--- src/rtl/clk_out_ctrl_pkg.sv ---
package clk_out_ctrl_pkg;
  typedef enum logic [1:0] {
    LANE_OFF  = 2'd0,
    LANE_RUN  = 2'd1,
    LANE_HOLD = 2'd2
  } lane_mode_e;
endpackage

--- src/rtl/clk_out_ctrl_sync.sv ---
module clk_out_ctrl_sync #(
  parameter int W = 1,
  parameter logic [W-1:0] RST_VAL = '0
) (
  input  logic         clk_i,
  input  logic         rst_ni,
  input  logic [W-1:0] d_i,
  output logic [W-1:0] q_o
);
  logic [W-1:0] s1_q, s2_q;

  always_ff @(posedge clk_i or negedge rst_ni) begin
    if (!rst_ni) begin
      s1_q <= RST_VAL;
      s2_q <= RST_VAL;
    end else begin
      s1_q <= d_i;
      s2_q <= s1_q;
    end
  end

  assign q_o = s2_q;
endmodule

--- src/rtl/clk_out_ctrl_strap.sv ---
module clk_out_ctrl_strap #(
  parameter int FS_W = 3
) (
  input  logic            clk_i,
  input  logic            rst_ni,
  input  logic            pwrgd_ni,
  input  logic [FS_W-1:0] fs_i,
  input  logic            itp_i,
  output logic [FS_W-1:0] fs_o,
  output logic            itp_o
);
  always_ff @(posedge clk_i or negedge rst_ni) begin
    if (!rst_ni) begin
      fs_o  <= '0;
      itp_o <= 1'b0;
    end else if (!pwrgd_ni) begin
      fs_o  <= fs_i;
      itp_o <= itp_i;
    end
  end
endmodule

--- src/rtl/clk_out_ctrl_lane.sv ---
module clk_out_ctrl_lane
  import clk_out_ctrl_pkg::*;
#(
  parameter bit DIFF = 1'b1
) (
  input  logic       clk_i,
  input  logic       rst_ni,
  input  logic       src_i,
  input  lane_mode_e want_i,
  input  logic       drive_i,
  output logic       clk_o,
  output logic       oe_t_o,
  output logic       oe_c_o
);
  lane_mode_e mode_q;

  // state moves only while the source is low: no runt high phase
  always_ff @(posedge clk_i or negedge rst_ni) begin
    if (!rst_ni)     mode_q <= LANE_OFF;
    else if (!src_i) mode_q <= want_i;
  end

  always_comb begin
    clk_o  = 1'b0;
    oe_t_o = 1'b0;
    oe_c_o = 1'b0;
    unique case (mode_q)
      LANE_RUN: begin
        clk_o  = src_i;
        oe_t_o = 1'b1;
        oe_c_o = DIFF;
      end
      LANE_HOLD: begin
        clk_o  = DIFF & drive_i;
        oe_t_o = DIFF ? drive_i : 1'b1;
      end
      default: ;
    endcase
  end
endmodule

--- src/rtl/clk_out_ctrl.sv ---
module clk_out_ctrl
  import clk_out_ctrl_pkg::*;
#(
  parameter int N_SRC  = 8,
  parameter int N_CPU  = 2,
  parameter int N_PCIF = 2,
  parameter int N_PCI  = 4,
  parameter int FS_W   = 3,
  localparam int CPU_BASE  = N_SRC,
  localparam int DOT_IDX   = CPU_BASE + N_CPU,
  localparam int PCIF_BASE = DOT_IDX + 1,
  localparam int PCI_BASE  = PCIF_BASE + N_PCIF,
  localparam int N_OUT     = PCI_BASE + N_PCI + 2,
  localparam int N_MASK    = N_SRC + N_PCIF,
  localparam int N_CSTOP   = N_CPU + 1
) (
  input  logic               clk_i,
  input  logic               rst_ni,
  input  logic [N_OUT-1:0]   src_clk_i,
  input  logic               cpu_alt_clk_i,
  input  logic [N_OUT-1:0]   out_en_i,
  input  logic [N_MASK-1:0]  stop_mask_i,
  input  logic [N_CSTOP-1:0] cpu_stop_en_i,
  input  logic               all_stop_i,
  input  logic               stop_drive_i,
  input  logic               cpu_stop_ni,
  input  logic               pci_stop_ni,
  input  logic               pd_i,
  input  logic               pwrgd_ni,
  input  logic [FS_W-1:0]    fs_strap_i,
  input  logic               itp_strap_i,
  output logic [N_OUT-1:0]   clk_o,
  output logic [N_OUT-1:0]   oe_t_o,
  output logic [N_OUT-1:0]   oe_c_o,
  output logic [FS_W-1:0]    fs_o,
  output logic               itp_sel_o
);
  localparam int SHARED_IDX = N_SRC - 1;

  logic [2:0] pins_s;
  logic pd_s, cpu_stop_s, pci_stop_s;

  clk_out_ctrl_sync #(.W(3), .RST_VAL(3'b011)) u_sync (
    .clk_i  (clk_i),
    .rst_ni (rst_ni),
    .d_i    ({pd_i, cpu_stop_ni, pci_stop_ni}),
    .q_o    (pins_s)
  );

  assign pd_s       = pins_s[2];
  assign cpu_stop_s = ~pins_s[1];
  assign pci_stop_s = ~pins_s[0];

  clk_out_ctrl_strap #(.FS_W(FS_W)) u_strap (
    .clk_i    (clk_i),
    .rst_ni   (rst_ni),
    .pwrgd_ni (pwrgd_ni),
    .fs_i     (fs_strap_i),
    .itp_i    (itp_strap_i),
    .fs_o     (fs_o),
    .itp_o    (itp_sel_o)
  );

  for (genvar k = 0; k < N_OUT; k++) begin : g_lane
    localparam bit DIFF = (k <= DOT_IDX);
    logic       stop_k;
    logic       src_k;
    lane_mode_e want_k;

    if (k == SHARED_IDX) begin : g_shared
      assign src_k  = itp_sel_o ? cpu_alt_clk_i : src_clk_i[k];
      assign stop_k = itp_sel_o ? (cpu_stop_s & cpu_stop_en_i[N_CPU])
                                : ((pci_stop_s & stop_mask_i[k]) | all_stop_i);
    end else if (k < CPU_BASE) begin : g_src
      assign src_k  = src_clk_i[k];
      assign stop_k = (pci_stop_s & stop_mask_i[k]) | all_stop_i;
    end else if (k < DOT_IDX) begin : g_cpu
      assign src_k  = src_clk_i[k];
      assign stop_k = cpu_stop_s & cpu_stop_en_i[k-CPU_BASE];
    end else if (k >= PCIF_BASE && k < PCI_BASE) begin : g_pcif
      assign src_k  = src_clk_i[k];
      assign stop_k = (pci_stop_s & stop_mask_i[N_SRC+k-PCIF_BASE]) | all_stop_i;
    end else if (k >= PCI_BASE && k < PCI_BASE + N_PCI) begin : g_pci
      assign src_k  = src_clk_i[k];
      assign stop_k = pci_stop_s | all_stop_i;
    end else begin : g_fixed
      assign src_k  = src_clk_i[k];
      assign stop_k = 1'b0;
    end

    // priority: power-down, then stop, then enable
    always_comb begin
      if (pd_s || stop_k)   want_k = LANE_HOLD;
      else if (out_en_i[k]) want_k = LANE_RUN;
      else                  want_k = LANE_OFF;
    end

    clk_out_ctrl_lane #(.DIFF(DIFF)) u_lane (
      .clk_i   (clk_i),
      .rst_ni  (rst_ni),
      .src_i   (src_k),
      .want_i  (want_k),
      .drive_i (stop_drive_i),
      .clk_o   (clk_o[k]),
      .oe_t_o  (oe_t_o[k]),
      .oe_c_o  (oe_c_o[k])
    );
  end
endmodule

--- config.mk ---
export PLATFORM = sky130hd
export DESIGN_NAME = clk_out_ctrl
export DESIGN_NICKNAME = d
export VERILOG_FILES = /design/src/rtl/clk_out_ctrl_pkg.sv /design/src/rtl/clk_out_ctrl_sync.sv /design/src/rtl/clk_out_ctrl_strap.sv /design/src/rtl/clk_out_ctrl_lane.sv /design/src/rtl/clk_out_ctrl.sv
export SDC_FILE = /design/constraint.sdc
export NUM_CORES = 1
export LEC_CHECK = 0
export BUFFER_PORTS_ARGS = -buffer_cell sky130_fd_sc_hd__clkbuf_2
export CAP_MARGIN = 10
export CORE_MARGIN = 2
export CORE_UTILIZATION = 45
export DETAILED_ROUTE_END_ITERATION = 10
export GPL_ROUTABILITY_DRIVEN = 1
export HOLD_SLACK_MARGIN = 0.02
export PLACE_DENSITY_LB_ADDON = 0.1
export SLEW_MARGIN = 20
export SYNTH_ARGS = -nofsm -noshare
export SYNTH_HDL_FRONTEND = slang
export SYNTH_SLANG_ARGS = --single-unit
--- constraint.sdc ---
create_clock -name clk_i -period 1.6 [get_ports clk_i]
set_clock_uncertainty 0.2 [all_clocks]
set_input_delay 0.16 -clock clk_i [delete_from_list [all_inputs] [get_ports clk_i]]
set_output_delay 0.16 -clock clk_i [all_outputs]
set_load 0.1 [all_outputs]
==> flow_summary.rst, run 1 <==
.. list-table::
   :header-rows: 1

   * - Metric
     - Value
   * - CTS tree
     - done
   * - CP Launch Type
     - flip-flop
   * - Clk sinks
     - 48
   * - Final hold viol count
     - 0
   * - Effective utilization at floorplan
     - 46.20%
   * - Yosys top cell area share
     - approximately a third
   * - Failing checks
     - negative setup slack
   * - Final net count
     - 597
   * - Leakage power
     - 2.592 nW
   * - Critical Path Slowest Stage Cell
     - dfrtp_1
   * - Final setup violation count
     - 28
   * - Final Hold Slack
     - 49.70 ps
   * - Vias in the first global route
     - 2846
   * - Via-to-Cell Ratio
     - ~4.7
   * - Run status
     - finished, violations left
   * - Global-route wire length before repair
     - 12.61 mm
   * - Total wirelength of the detailed-routed design
     - 8.139 mm
   * - Highest-count cells in the layout ignoring fill and taps
     - clkbuf_2, dlygate4sd3_1, buf_12, dfrtp_1, buf_4
   * - HPWL after detailed placement
     - around 5 mm
   * - WP data arrival
     - 1540 ps
   * - Power density normalized to cell area
     - 805.5 nW/um^2
   * - Number of different library cells in the post-synthesis netlist
     - 27
   * - Width of the chip
     - 87.29 um
   * - Total GRT Usage
     - between 20% and 30%
   * - Biggest area contributors in the synthesized netlist
     - dfrtp_1, buf_4, ha_1
   * - Max Clk Rate
     - 527.2 MHz
   * - # fillers
     - 403
   * - Growth of design area from synthesis to finish
     - 77.27%
   * - # Max-Cap Violations
     - 0
   * - Most common cell after layout, fill and taps aside
     - clkbuf_2
   * - Iteration-0 DRC count of the detailed router
     - between 70 and 80
   * - Remaining routing DRC violations
     - 0
   * - Area enclosed by the die boundary
     - 7620 sq um
   * - Port Buf Inserts
     - 116
   * - Cell total after placement
     - between 500 and 600
   * - Routed vias
     - 2764
   * - Placer's final routability congestion estimate
     - about 0.76
   * - Total Power
     - 4.458 mW
   * - Fin cells
     - 584
   * - Maximum fanout along the worst path
     - 3
   * - Cell Area, Synth
     - 3122 sq um
   * - CTS buffer count
     - 5
   * - Setup CP Type
     - flip-flop to primary output
   * - Worst-skew pair later-pin latency
     - 290 ps
   * - VDD IR max
     - 0.0006363 V
   * - Slack of the critical path
     - -296.8 ps
   * - Number of detailed-routing iterations run before antenna repair
     - 4
   * - Data required time of the worst path
     - between 1000 and 1500 ps
   * - Wirelength per Cell
     - 13.94 um
   * - Cell type with the largest total area after synthesis
     - dfrtp_1
   * - Clk Tree Root Cell
     - clkbuf_8
   * - Final worst path period need
     - 1897 ps
   * - Count of pins over their slew limit
     - 0
   * - Number of synthesized register bits
     - 48
   * - CORE AREA
     - 6756 sq um
   * - Tightest slew margin relative to the limit
     - approximately 64%
   * - Per-instance average area after synthesis
     - 9.263 sq um
   * - Warnings from Yosys
     - 0
   * - Fraction of layout instances using a drive strength above 1
     - a little over half
   * - Final core area utilization
     - 81.91%
   * - Vertical die dimension
     - 87.29 um
   * - Total I/O pin count
     - 125
   * - Sequential fraction of the synthesis area
     - 38.64%
   * - Crit share post-route
     - 118.6%
   * - Largest stage delay, worst path
     - ~370 ps
   * - Unrepaired setup endpoints after global routing
     - yes
   * - Number of instances in the synthesized netlist
     - 337
   * - Residual antenna-violating net count after detailed routing
     - 0
   * - Pin count of the biggest net entering global routing
     - approximately 50
   * - Measured slew at the worst slew-check pin
     - 547.4 ps
   * - Grt ovf
     - 0
   * - Reg clk slew, reported paths
     - 90 ps
   * - Min-delay worst type
     - input port to flip-flop
   * - Number of antenna repair diodes
     - 0
   * - Antenna violations before repair
     - 0
   * - H-Tree Depth
     - 2
   * - Site Rows
     - 30
   * - Post-Layout Inst Area
     - roughly 5500 sq um
   * - Cell Chain, Critical Path
     - inv_1 > ha_1 > a21oi_1 > nor3_2 > buf_4 > buf_12
   * - Setup crit end kind
     - primary output
   * - Bufs on Longest Clock Path
     - 2
   * - Placed standard-cell area
     - 4358 sq um
cell families (layout without fill, tap and decap cells):
family | after synthesis | in the layout | synth area share [%]
buffers and inverters | 112 | 272 | 20.60
AND/OR/NAND/NOR | 66 | 66 | 10.34
AO/OA/AOI/OAI | 59 | 59 | 10.74
flip-flops | 48 | 48 | 38.64
adder cells (fa/ha/maj) | 30 | 30 | 12.02
multiplexers | 21 | 21 | 7.535
other | 1 | 8 | 0.1201
cells in the mapped netlist:
master,n
a2111oi_2,1
a21oi_1,23
nand2b_1,11
a31oi_1,2
nor2_4,1
dfstp_2,4
buf_4,58
a22o_1,1
nor2_1,14
conb_1,1
a2111oi_0,1
and2_1,8
a21o_1,2
mux2i_1,1
o21ai_0,24
ha_1,30
nand2_1,17
a41o_1,1
nor2b_1,1
nand3_1,4
inv_1,50
mux2_2,20
buf_2,4
o21bai_1,1
a211oi_1,3
nor3_1,10
dfrtp_1,44
final cells by class:
type	count	area, sq um	area share [%]
well taps	80	100.1	1.809
flip-flops and latches	48	1214	21.93
clock buffers	6	82.58	1.492
inverters	50	190.2	3.437
multi-input cells	184	1657	29.93
clock inverters	2	10.01	0.1809
repair buffers	214	2281	41.22
worst paths after layout:
check | cells after the start | slack, ps | end | from
min in group asynchronous | 3 | 180 | g_lane[17].u_lane.mode_q[1] | rst_ni
setup / recovery | 6 | -300 | clk_o[9] | g_lane[9].u_lane.mode_q[0]
hold / removal | 4 | 50 | g_lane[6].u_lane.mode_q[0] | stop_mask_i[6]
max in group asynchronous | 3 | 740 | u_sync.q_o[0] | rst_ni
hold reg to reg | 0 | 160 | u_sync.q_o[0] | u_sync.s1_q[0]
setup reg to reg | 2 | 100 | g_lane[3].u_lane.mode_q[1] | u_sync.q_o[0]
report_power, final:
part / internal (mW) / switching (mW) / total (mW)
Sequential: 1.31 / 0.0821 / 1.39
Combinational: 0.909 / 1.42 / 2.32
Clock: 0.346 / 0.400 / 0.746
registers in the layout (all words and copies together), names as in the netlist:
name	flops
g_lane.u_lane.mode_q	38
u_sync.s1_q	3
u_strap.itp_o	1
u_sync.q_o	3
u_strap.fs_o	3
per-layer routing:
layer / track usage (%) / share of wire [%] / vias up / wire length, um
met5: 0 / 0 / - / 0
met4: 6.853 / 1.7 / 0 / 140
met3: 4.645 / 4.6 / 12 / 376
met2: 38.64 / 55 / 79 / 4472
met1: 23.86 / 39 / 1312 / 3149
li1: - / - / 1361 / -
repair_timing:
action	CTS	global route
endpoints found under the setup margin	32	53
endpoints found under the hold margin	92	1
hold buffers	60	1
buffers inserted	8	7
pin swaps	17	15
gates resized for setup	52	49
worst max-delay path: cells and delay by family, from the launching register on:
kind	cells	cell delay, ps
AO/OA/AOI/OAI	1	240
buffers and inverters	3	360
adder cells (fa/ha/maj)	1	190
AND/OR/NAND/NOR	1	90
flip-flops	1	370
through the flow:
stage / setup slack [ps] / TNS [ps]
2_1_floorplan: -86.73 / -86.73
3_3_place_gp: 48.09 / 0
3_5_place_dp: 5.468 / 0
4_1_cts: -270.4 / -4880
5_1_grt: -414.1 / -7216
6_report: -296.8 / -4869
Power figures use the tool's default switching activity.
==> run 2: changes to the inputs <==
- ABC_AREA: default -> 1
==> flow_summary.rst, run 2 <==
.. list-table::
   :header-rows: 1

   * - Metric
     - Value
   * - Run status
     - finished, violations left (unchanged)
   * - Failing checks
     - negative setup slack (unchanged)
   * - Register bank with the most flops
     - g_lane.u_lane.mode_q (unchanged)
   * - Switch Pwr
     - 2.028 mW (was 1.897 mW)
   * - Wirelength per Cell
     - 15.88 um (was 13.94 um)
   * - Maximum fanout along the worst path
     - 2 (was 3)
   * - Growth of design area from synthesis to finish
     - 94.41% (was 77.27%)
   * - WP data arrival
     - 1650 ps (was 1540 ps)
   * - Switching share of total power
     - 43.43% (was 42.56%)
   * - Worst setup path start
     - g_lane[2].u_lane.mode_q[0] (was g_lane[9].u_lane.mode_q[0])
   * - Yosys top cell area share
     - 34.63% (was 35.27%)
   * - Worst Reg-to-Reg Cells
     - 9 (was 2)
   * - Reg area
     - 1210 sq um (was 1214 sq um)
   * - Sequential fraction of the synthesis area
     - 37.94% (was 38.64%)
   * - Number of antenna repair diodes
     - 0 (unchanged)
   * - Pin count of the biggest net entering global routing
     - 31 (was 49)
   * - Clk Tree Root Cell
     - clkbuf_8 (unchanged)
   * - Width of the chip
     - 88.06 um (was 87.29 um)
   * - Routed vias
     - 3349 (was 2764)
   * - Share of power burned in the clock network
     - 15.9% (was 16.7%)
   * - Ys flop type
     - dfrtp_1 (unchanged)
   * - Clk sinks
     - 48 (unchanged)
   * - Antenna violations before repair
     - 0 (unchanged)
   * - Most common cell after layout, fill and taps aside
     - buf_4 (was clkbuf_2)
   * - Top cells by instance count after synthesis
     - inv_1, nand2_1, buf_4 (was buf_4, inv_1, dfrtp_1)
   * - Largest register FFs
     - 38 (unchanged)
   * - Area enclosed by the die boundary
     - 7754 sq um (was 7620 sq um)
   * - Flop pwr share
     - 29.6% (was 31.1%)
   * - Fraction of layout instances using a drive strength above 1
     - 54.99% (was 53.77%)
   * - Port Buf Inserts
     - 116 (unchanged)
   * - Highest-count cells in the layout ignoring fill and taps
     - buf_4, clkbuf_2, dlygate4sd3_1, nand2_1 (was clkbuf_2, dlygate4sd3_1, buf_12, dfrtp_1, buf_4)
   * - HPWL after detailed placement
     - 5.501 mm (was 5.001 mm)
   * - # fillers
     - 289 (was 403)
   * - Internal power consumption
     - 2.641 mW (was 2.560 mW)
   * - Number of instances in the synthesized netlist
     - 389 (was 337)
   * - Power density normalized to cell area
     - 755.2 nW/um^2 (was 805.5 nW/um^2)
   * - Worst-skew pair later-pin latency
     - 300 ps (was 290 ps)
   * - Biggest area contributors in the synthesized netlist
     - dfrtp_1, buf_4, ha_1 (unchanged)
   * - Residual antenna-violating net count after detailed routing
     - 0 (unchanged)
   * - Global-route wire length before repair
     - 15.35 mm (was 12.61 mm)
   * - Measured slew at the worst slew-check pin
     - 540.5 ps (was 547.4 ps)
   * - Crit share post-route
     - 125.8% (was 118.6%)
   * - Leakage power
     - 3.064 nW (was 2.592 nW)
   * - Remaining routing DRC violations
     - 0 (unchanged)
   * - Site Rows
     - 30 (unchanged)
   * - Setup CP Type
     - flip-flop to primary output (unchanged)
   * - Worst reg-to-reg setup slack
     - 50 ps (was 100 ps)
   * - Number of synthesized register bits
     - 48 (unchanged)
   * - Grt ovf
     - 0 (unchanged)
   * - Total Power
     - 4.668 mW (was 4.458 mW)
   * - Slack of the critical path
     - -413.2 ps (was -296.8 ps)
   * - Library cell with the highest instance count after synthesis
     - inv_1 (was buf_4)
   * - Tightest slew margin relative to the limit
     - 64.12% (was 63.66%)
   * - Warnings from Yosys
     - 0 (unchanged)
   * - Bufs on Longest Clock Path
     - 2 (unchanged)
   * - Iteration-0 DRC count of the detailed router
     - 154 (was 77)
   * - FF-to-FF End
     - g_lane[6].u_lane.mode_q[1] (was g_lane[3].u_lane.mode_q[1])
   * - Vias in the first global route
     - 3363 (was 2846)
   * - H-Tree Depth
     - 2 (unchanged)
   * - CORE AREA
     - 6832 sq um (was 6756 sq um)
   * - Final worst path period need
     - 2013 ps (was 1897 ps)
   * - Proportion of synthesized flip-flops having asynchronous set or reset
     - 100.0% (unchanged)
   * - Data required time of the worst path
     - 1240 ps (about the same)
   * - Unrepaired setup endpoints after global routing
     - yes (unchanged)
   * - Total wirelength of the detailed-routed design
     - 11.23 mm (was 8.139 mm)
   * - Fin cells
     - 707 (was 584)
   * - Number of enable flip-flop cells after synthesis
     - 0 (unchanged)
   * - Count of pins over their slew limit
     - 0 (unchanged)
   * - # Max-Cap Violations
     - 0 (unchanged)
   * - Setup crit end kind
     - primary output (unchanged)
   * - Max Clk Rate
     - 496.7 MHz (was 527.2 MHz)
   * - VDD IR max
     - 0.0004913 V (was 0.0006363 V)
   * - Via-to-Cell Ratio
     - 4.737 (was 4.733)
   * - CP Launch Type
     - flip-flop (unchanged)
   * - Final setup violation count
     - 35 (was 28)
   * - Reg-to-reg startpoint
     - g_lane[6].u_lane.mode_q[1] (was u_sync.q_o[0])
   * - Per-instance average area after synthesis
     - 8.173 sq um (was 9.263 sq um)
   * - Cell Area, Synth
     - 3179 sq um (was 3122 sq um)
   * - Effective utilization at floorplan
     - 46.54% (was 46.20%)
   * - Final net count
     - 704 (was 597)
   * - Final Hold Slack
     - 32.38 ps (was 49.70 ps)
   * - End point of the critical path
     - clk_o[2] (was clk_o[9])
   * - Placer's final routability congestion estimate
     - 0.8333 (was 0.7566)
   * - Logic gate share of total power
     - 54.5% (was 52.1%)
   * - Number of different library cells in the post-synthesis netlist
     - 23 (was 27)
   * - Cell type with the largest total area after synthesis
     - dfrtp_1 (unchanged)
   * - Number of detailed-routing iterations run before antenna repair
     - 6 (was 4)
   * - Min-delay worst type
     - input port to flip-flop (unchanged)
   * - Final core area utilization
     - 90.48% (was 81.91%)
   * - CTS buffer count
     - 5 (unchanged)
   * - Reg clk slew, reported paths
     - 90 ps (about the same)
   * - Total I/O pin count
     - 125 (unchanged)
   * - CTS tree
     - done (unchanged)
   * - Total GRT Usage
     - 25.54% (was 21.00%)
   * - Multi-input combinational cell area
     - 1689 sq um (was 1657 sq um)
   * - Final hold viol count
     - 0 (unchanged)
   * - Vertical die dimension
     - 88.06 um (was 87.29 um)
   * - Cell total after placement
     - 594 (was 503)
run 2: cell type report:
type | instances | share of cell area (%)
multi-input combinational | 190 | 27.33
clock inverter | 3 | 0.3846
sequential | 48 | 19.57
timing repair buffer | 266 | 43.48
tap | 96 | 1.943
inverter | 99 | 6.174
clock buffer | 5 | 1.113
run 2: worst min path at each step:
stage                      from                     endpoint  slack (ps)  cells after the start
2_1_floorplan            rst_ni   g_lane[0].u_lane.mode_q[0]        -340                      0
3_3_place_gp             rst_ni  g_lane[11].u_lane.mode_q[1]         -60                      2
3_5_place_dp             rst_ni  g_lane[11].u_lane.mode_q[1]         -50                      2
4_1_cts        cpu_stop_en_i[2]   g_lane[7].u_lane.mode_q[0]          20                      6
5_1_grt            src_clk_i[3]   g_lane[3].u_lane.mode_q[0]          50                      4
6_report       cpu_stop_en_i[2]   g_lane[7].u_lane.mode_q[0]          30                      6
run 2: cells by family (layout without fill, tap and decap cells):
group / count (synthesis) / after routing / synth area share, %
fa+ha+maj: 30 / 30 / 11.81
simple gates: 84 / 84 / 10.70
compound gates: 65 / 65 / 12.71
mux: 3 / 3 / 1.062
other cells: 1 / 8 / 0.1180
buf+inv: 158 / 373 / 25.66
flops: 48 / 48 / 37.94
run 2: timing repair:
item / CTS / global route
pin swaps: 19 / 19
gates resized for setup: 85 / 83
setup endpoints to repair: 36 / 57
hold buffers: 64 / 6
endpoints found under the hold margin: 92 / 6
buffers inserted: 29 / 22
run 2: power by group through the flow:
stage	clock (mW)	combinational, mW	sequential, mW
after floorplan	0	1.30	1.43
after global placement	0	1.96	1.37
after detailed placement	0	1.99	1.38
after CTS	0.759	2.30	1.36
after global routing	0.819	2.65	1.39
final	0.743	2.54	1.38
run 2: critical path, cell delays in order, from the launching register on:
cell	delay [ps]
dfrtp_1	420
inv_2	90
ha_1	150
nand2_1	90
a21oi_2	200
a21boi_4	220
buf_12	190
run 2: per-stage QoR:
step	setup WS [ps]	instance area, sq um	setup TNS (ps)
after floorplan	-7.313	3217	-7.313
after global placement	-51.06	4542	-299.5
after detailed placement	-93.77	4542	-551.4
after CTS	-333.6	5818	-6185
after global routing	-446.5	6181	-9346
final	-413.2	6181	-7423
run 2: layer usage:
layer | share of wire (%) | wire, um | track usage [%]
met5 | 0 | 0 | 0
met4 | 3.3 | 376 | 8.264
met3 | 4.9 | 545 | 4.336
met2 | 56 | 6239 | 49.72
met1 | 36 | 4065 | 27.83
==> run 3: changes to the inputs <==
--- a/config.mk
+++ b/config.mk
@@ -11,4 +11,5 @@
 export CORE_MARGIN = 2
 export CORE_UTILIZATION = 45
+export CTS_CLUSTER_DIAMETER = 30
 export DETAILED_ROUTE_END_ITERATION = 10
 export GPL_ROUTABILITY_DRIVEN = 1
==> constraint.sdc (replaced) <==
create_clock -name clk_i -period 1.6 [get_ports clk_i]
set_clock_uncertainty 0.2 [all_clocks]
set_input_delay 0.08 -clock clk_i [delete_from_list [all_inputs] [get_ports clk_i]]
set_output_delay 0.08 -clock clk_i [all_outputs]
set_load 0.1 [all_outputs]
==> flow_summary.rst, run 3 (synthesis results as in run 2) <==
.. list-table::
   :header-rows: 1

   * - Metric
     - Value
   * - Reg-to-reg startpoint
     - u_sync.q_o[2] (was g_lane[6].u_lane.mode_q[1])
   * - CTS buffer count
     - 5 (unchanged)
   * - Placed standard-cell area
     - 4397 sq um (was 4542 sq um)
   * - Vias in the first global route
     - 3197 (was 3363)
   * - WP data arrival
     - 1680 ps (was 1650 ps)
   * - CTS tree
     - done (unchanged)
   * - HPWL after detailed placement
     - 5.260 mm (was 5.501 mm)
   * - Worst Reg-to-Reg Cells
     - 4 (was 9)
   * - Failing checks
     - negative setup slack (unchanged)
   * - Routed vias
     - 3234 (was 3349)
   * - Total GRT Usage
     - 23.77% (was 25.54%)
   * - # Max-Cap Violations
     - 0 (unchanged)
   * - Worst reg-to-reg setup slack
     - 60 ps (was 50 ps)
   * - Site Rows
     - 30 (unchanged)
   * - Setup CP Type
     - flip-flop to primary output (unchanged)
   * - Iteration-0 DRC count of the detailed router
     - 113 (was 154)
   * - Growth of design area from synthesis to finish
     - 92.37% (was 94.41%)
   * - Critical Path Slowest Stage Cell
     - dfrtp_1 (unchanged)
   * - Measured slew at the worst slew-check pin
     - 581.9 ps (was 540.5 ps)
   * - Worst-skew pair later-pin latency
     - 310 ps (was 300 ps)
   * - Width of the chip
     - 88.06 um (unchanged)
   * - Antenna violations before repair
     - 0 (unchanged)
   * - Port Buf Inserts
     - 116 (unchanged)
   * - Maximum fanout along the worst path
     - 2 (unchanged)
   * - Max Clk Rate
     - 509.7 MHz (was 496.7 MHz)
   * - Number of detailed-routing iterations run before antenna repair
     - 4 (was 6)
   * - Setup crit end kind
     - primary output (unchanged)
   * - Vertical die dimension
     - 88.06 um (unchanged)
   * - Most common cell after layout, fill and taps aside
     - dlygate4sd3_1 (was buf_4)
   * - Final net count
     - 694 (was 704)
   * - Remaining routing DRC violations
     - 0 (unchanged)
   * - Min-delay worst type
     - input port to async pin (was input port to flip-flop)
   * - H-Tree Depth
     - 2 (unchanged)
   * - VDD IR max
     - 0.0005642 V (was 0.0004913 V)
   * - Count of pins over their slew limit
     - 0 (unchanged)
   * - Largest register FFs
     - 38 (unchanged)
   * - Effective utilization at floorplan
     - 46.54% (unchanged)
   * - Fin cells
     - 697 (was 707)
   * - Wirelength per Cell
     - 15.01 um (was 15.88 um)
   * - Leakage power
     - 3.074 nW (was 3.064 nW)
   * - Bufs on Longest Clock Path
     - 2 (unchanged)
   * - Area enclosed by the die boundary
     - 7754 sq um (unchanged)
   * - Slack of the critical path
     - -362.0 ps (was -413.2 ps)
   * - Unrepaired setup endpoints after global routing
     - yes (unchanged)
   * - Reg clk slew, reported paths
     - 100 ps (was 90 ps)
   * - Cell total after placement
     - 575 (was 594)
   * - Largest stage delay, worst path
     - 410 ps (was 420 ps)
   * - Total I/O pin count
     - 125 (unchanged)
   * - Data required time of the worst path
     - 1320 ps (was 1240 ps)
   * - CORE AREA
     - 6832 sq um (unchanged)
   * - Grt ovf
     - 0 (unchanged)
   * - CP Launch Type
     - flip-flop (unchanged)
   * - Pin count of the biggest net entering global routing
     - 26 (was 31)
   * - Clk Tree Root Cell
     - clkbuf_8 (unchanged)
   * - Run status
     - finished, violations left (unchanged)
   * - Register bank with the most flops
     - g_lane.u_lane.mode_q (unchanged)
   * - Final hold viol count
     - 0 (unchanged)
   * - Setup TNS Final
     - -5082 ps (was -7423 ps)
   * - Residual antenna-violating net count after detailed routing
     - 0 (unchanged)
   * - Final setup violation count
     - 24 (was 35)
   * - Post-Layout Inst Area
     - 6116 sq um (was 6181 sq um)
   * - # fillers
     - 299 (was 289)
   * - Fraction of layout instances using a drive strength above 1
     - 49.42% (was 54.99%)
   * - Total wirelength of the detailed-routed design
     - 10.46 mm (was 11.23 mm)
   * - Number of antenna repair diodes
     - 0 (unchanged)
   * - Via-to-Cell Ratio
     - 4.640 (was 4.737)
   * - Placer's final routability congestion estimate
     - 0.7630 (was 0.8333)
   * - FF-to-FF End
     - g_lane[1].u_lane.mode_q[1] (was g_lane[6].u_lane.mode_q[1])
   * - Crit share post-route
     - 122.6% (was 125.8%)
   * - Tightest slew margin relative to the limit
     - 61.20% (was 64.12%)
   * - Final worst path period need
     - 1962 ps (was 2013 ps)
   * - Global-route wire length before repair
     - 14.37 mm (was 15.35 mm)
   * - Highest-count cells in the layout ignoring fill and taps
     - dlygate4sd3_1, clkbuf_2, inv_1, nand2_1, buf_12 (was buf_4, clkbuf_2, dlygate4sd3_1, nand2_1)
   * - Cell Chain, Critical Path
     - inv_2 > ha_4 > nand2_4 > a21oi_4 > a21boi_4 > buf_12 (was inv_2 > ha_1 > nand2_1 > a21oi_2 > a21boi_4 > buf_12)
   * - Worst setup slack before clock tree synthesis
     - -11.86 ps (was -93.77 ps)
   * - Power density normalized to cell area
     - 756.5 nW/um^2 (was 755.2 nW/um^2)
   * - Final core area utilization
     - 89.52% (was 90.48%)
   * - Clk sinks
     - 48 (unchanged)
==> run 3: changes by cell type in the layout (fill, tap and decap cells not counted), moves of 2 or more <==
cell / change
nand2_4: +3
dlygate4sd3_1: +6
ha_4: -3
inv_4: -2
inv_1: +17
nand2_2: -7
o21ai_0: -2
ha_1: +3
nand2_1: +4
buf_4: -25
buf_6: +8
o21ai_1: +2
inv_2: -15
clkbuf_2: +2
==> run 3: area by class of cell <==
type / count / area, sq um / area share [%]
clock inverter: 3 / 21.27 / 0.3478
timing repair buffer: 256 / 2648 / 43.29
inverter: 99 / 376.6 / 6.158
clock buffer: 5 / 68.82 / 1.125
sequential: 48 / 1210 / 19.78
tap: 96 / 120.1 / 1.964
multi-input combinational: 190 / 1672 / 27.33
==> run 3: critical path, delay by kind of cell (launching register included) <==
| kind | cells | cell delay, ps |
|---|---|---|
| adder cells (fa/ha/maj) | 1 | 140 |
| AND/OR/NAND/NOR | 1 | 70 |
| flip-flops | 1 | 410 |
| buffers and inverters | 2 | 280 |
| AO/OA/AOI/OAI | 2 | 480 |
==> run 3: what timing repair did <==
item | 4_1_cts | 5_1_grt
gates resized for setup | 76 | 82
pin swaps | 16 | 16
endpoints found under the setup margin | 22 | 42
hold endpoints to repair | 93 | 0
hold buffers | 70 | 0
setup buffers | 36 | 17
==> run 3: power breakdown <==
part	switching, mW	internal [mW]	total, mW
sequential	0.0693	1.30	1.37
combinational	1.50	1.00	2.51
clock	0.436	0.311	0.747
total	2.01	2.62	4.63
==> run 3: metal layers <==
| metal | up-vias | wire, um | global-route usage (%) |
|---|---|---|---|
| met5 | - | 0 | 0 |
| met4 | 0 | 478 | 6.474 |
| met3 | 39 | 522 | 4.524 |
| met2 | 146 | 5646 | 45.25 |
| met1 | 1512 | 3813 | 27.01 |
| li1 | 1537 | - | - |
==> run 3: per-stage QoR <==
stage	hold WS [ps]	total power, mW
2_1_floorplan	-415.6	2.728
3_3_place_gp	-95.18	3.288
3_5_place_dp	-91.78	3.314
4_1_cts	112.5	4.391
5_1_grt	122.1	4.814
6_report	95.76	4.626
==> run 3: worst max-delay path by stage <==
stage / startpoint / endpoint / slack, ps
finish: g_lane[5].u_lane.mode_q[0] / clk_o[5] / -360
global route: g_lane[5].u_lane.mode_q[0] / clk_o[5] / -420
CTS: g_lane[10].u_lane.mode_q[0] / clk_o[10] / -240
detailed placement: g_lane[9].u_lane.mode_q[1] / clk_o[9] / -10
global placement: g_lane[6].u_lane.mode_q[0] / clk_o[6] / 40
floorplan: u_strap.itp_o / clk_o[7] / 30
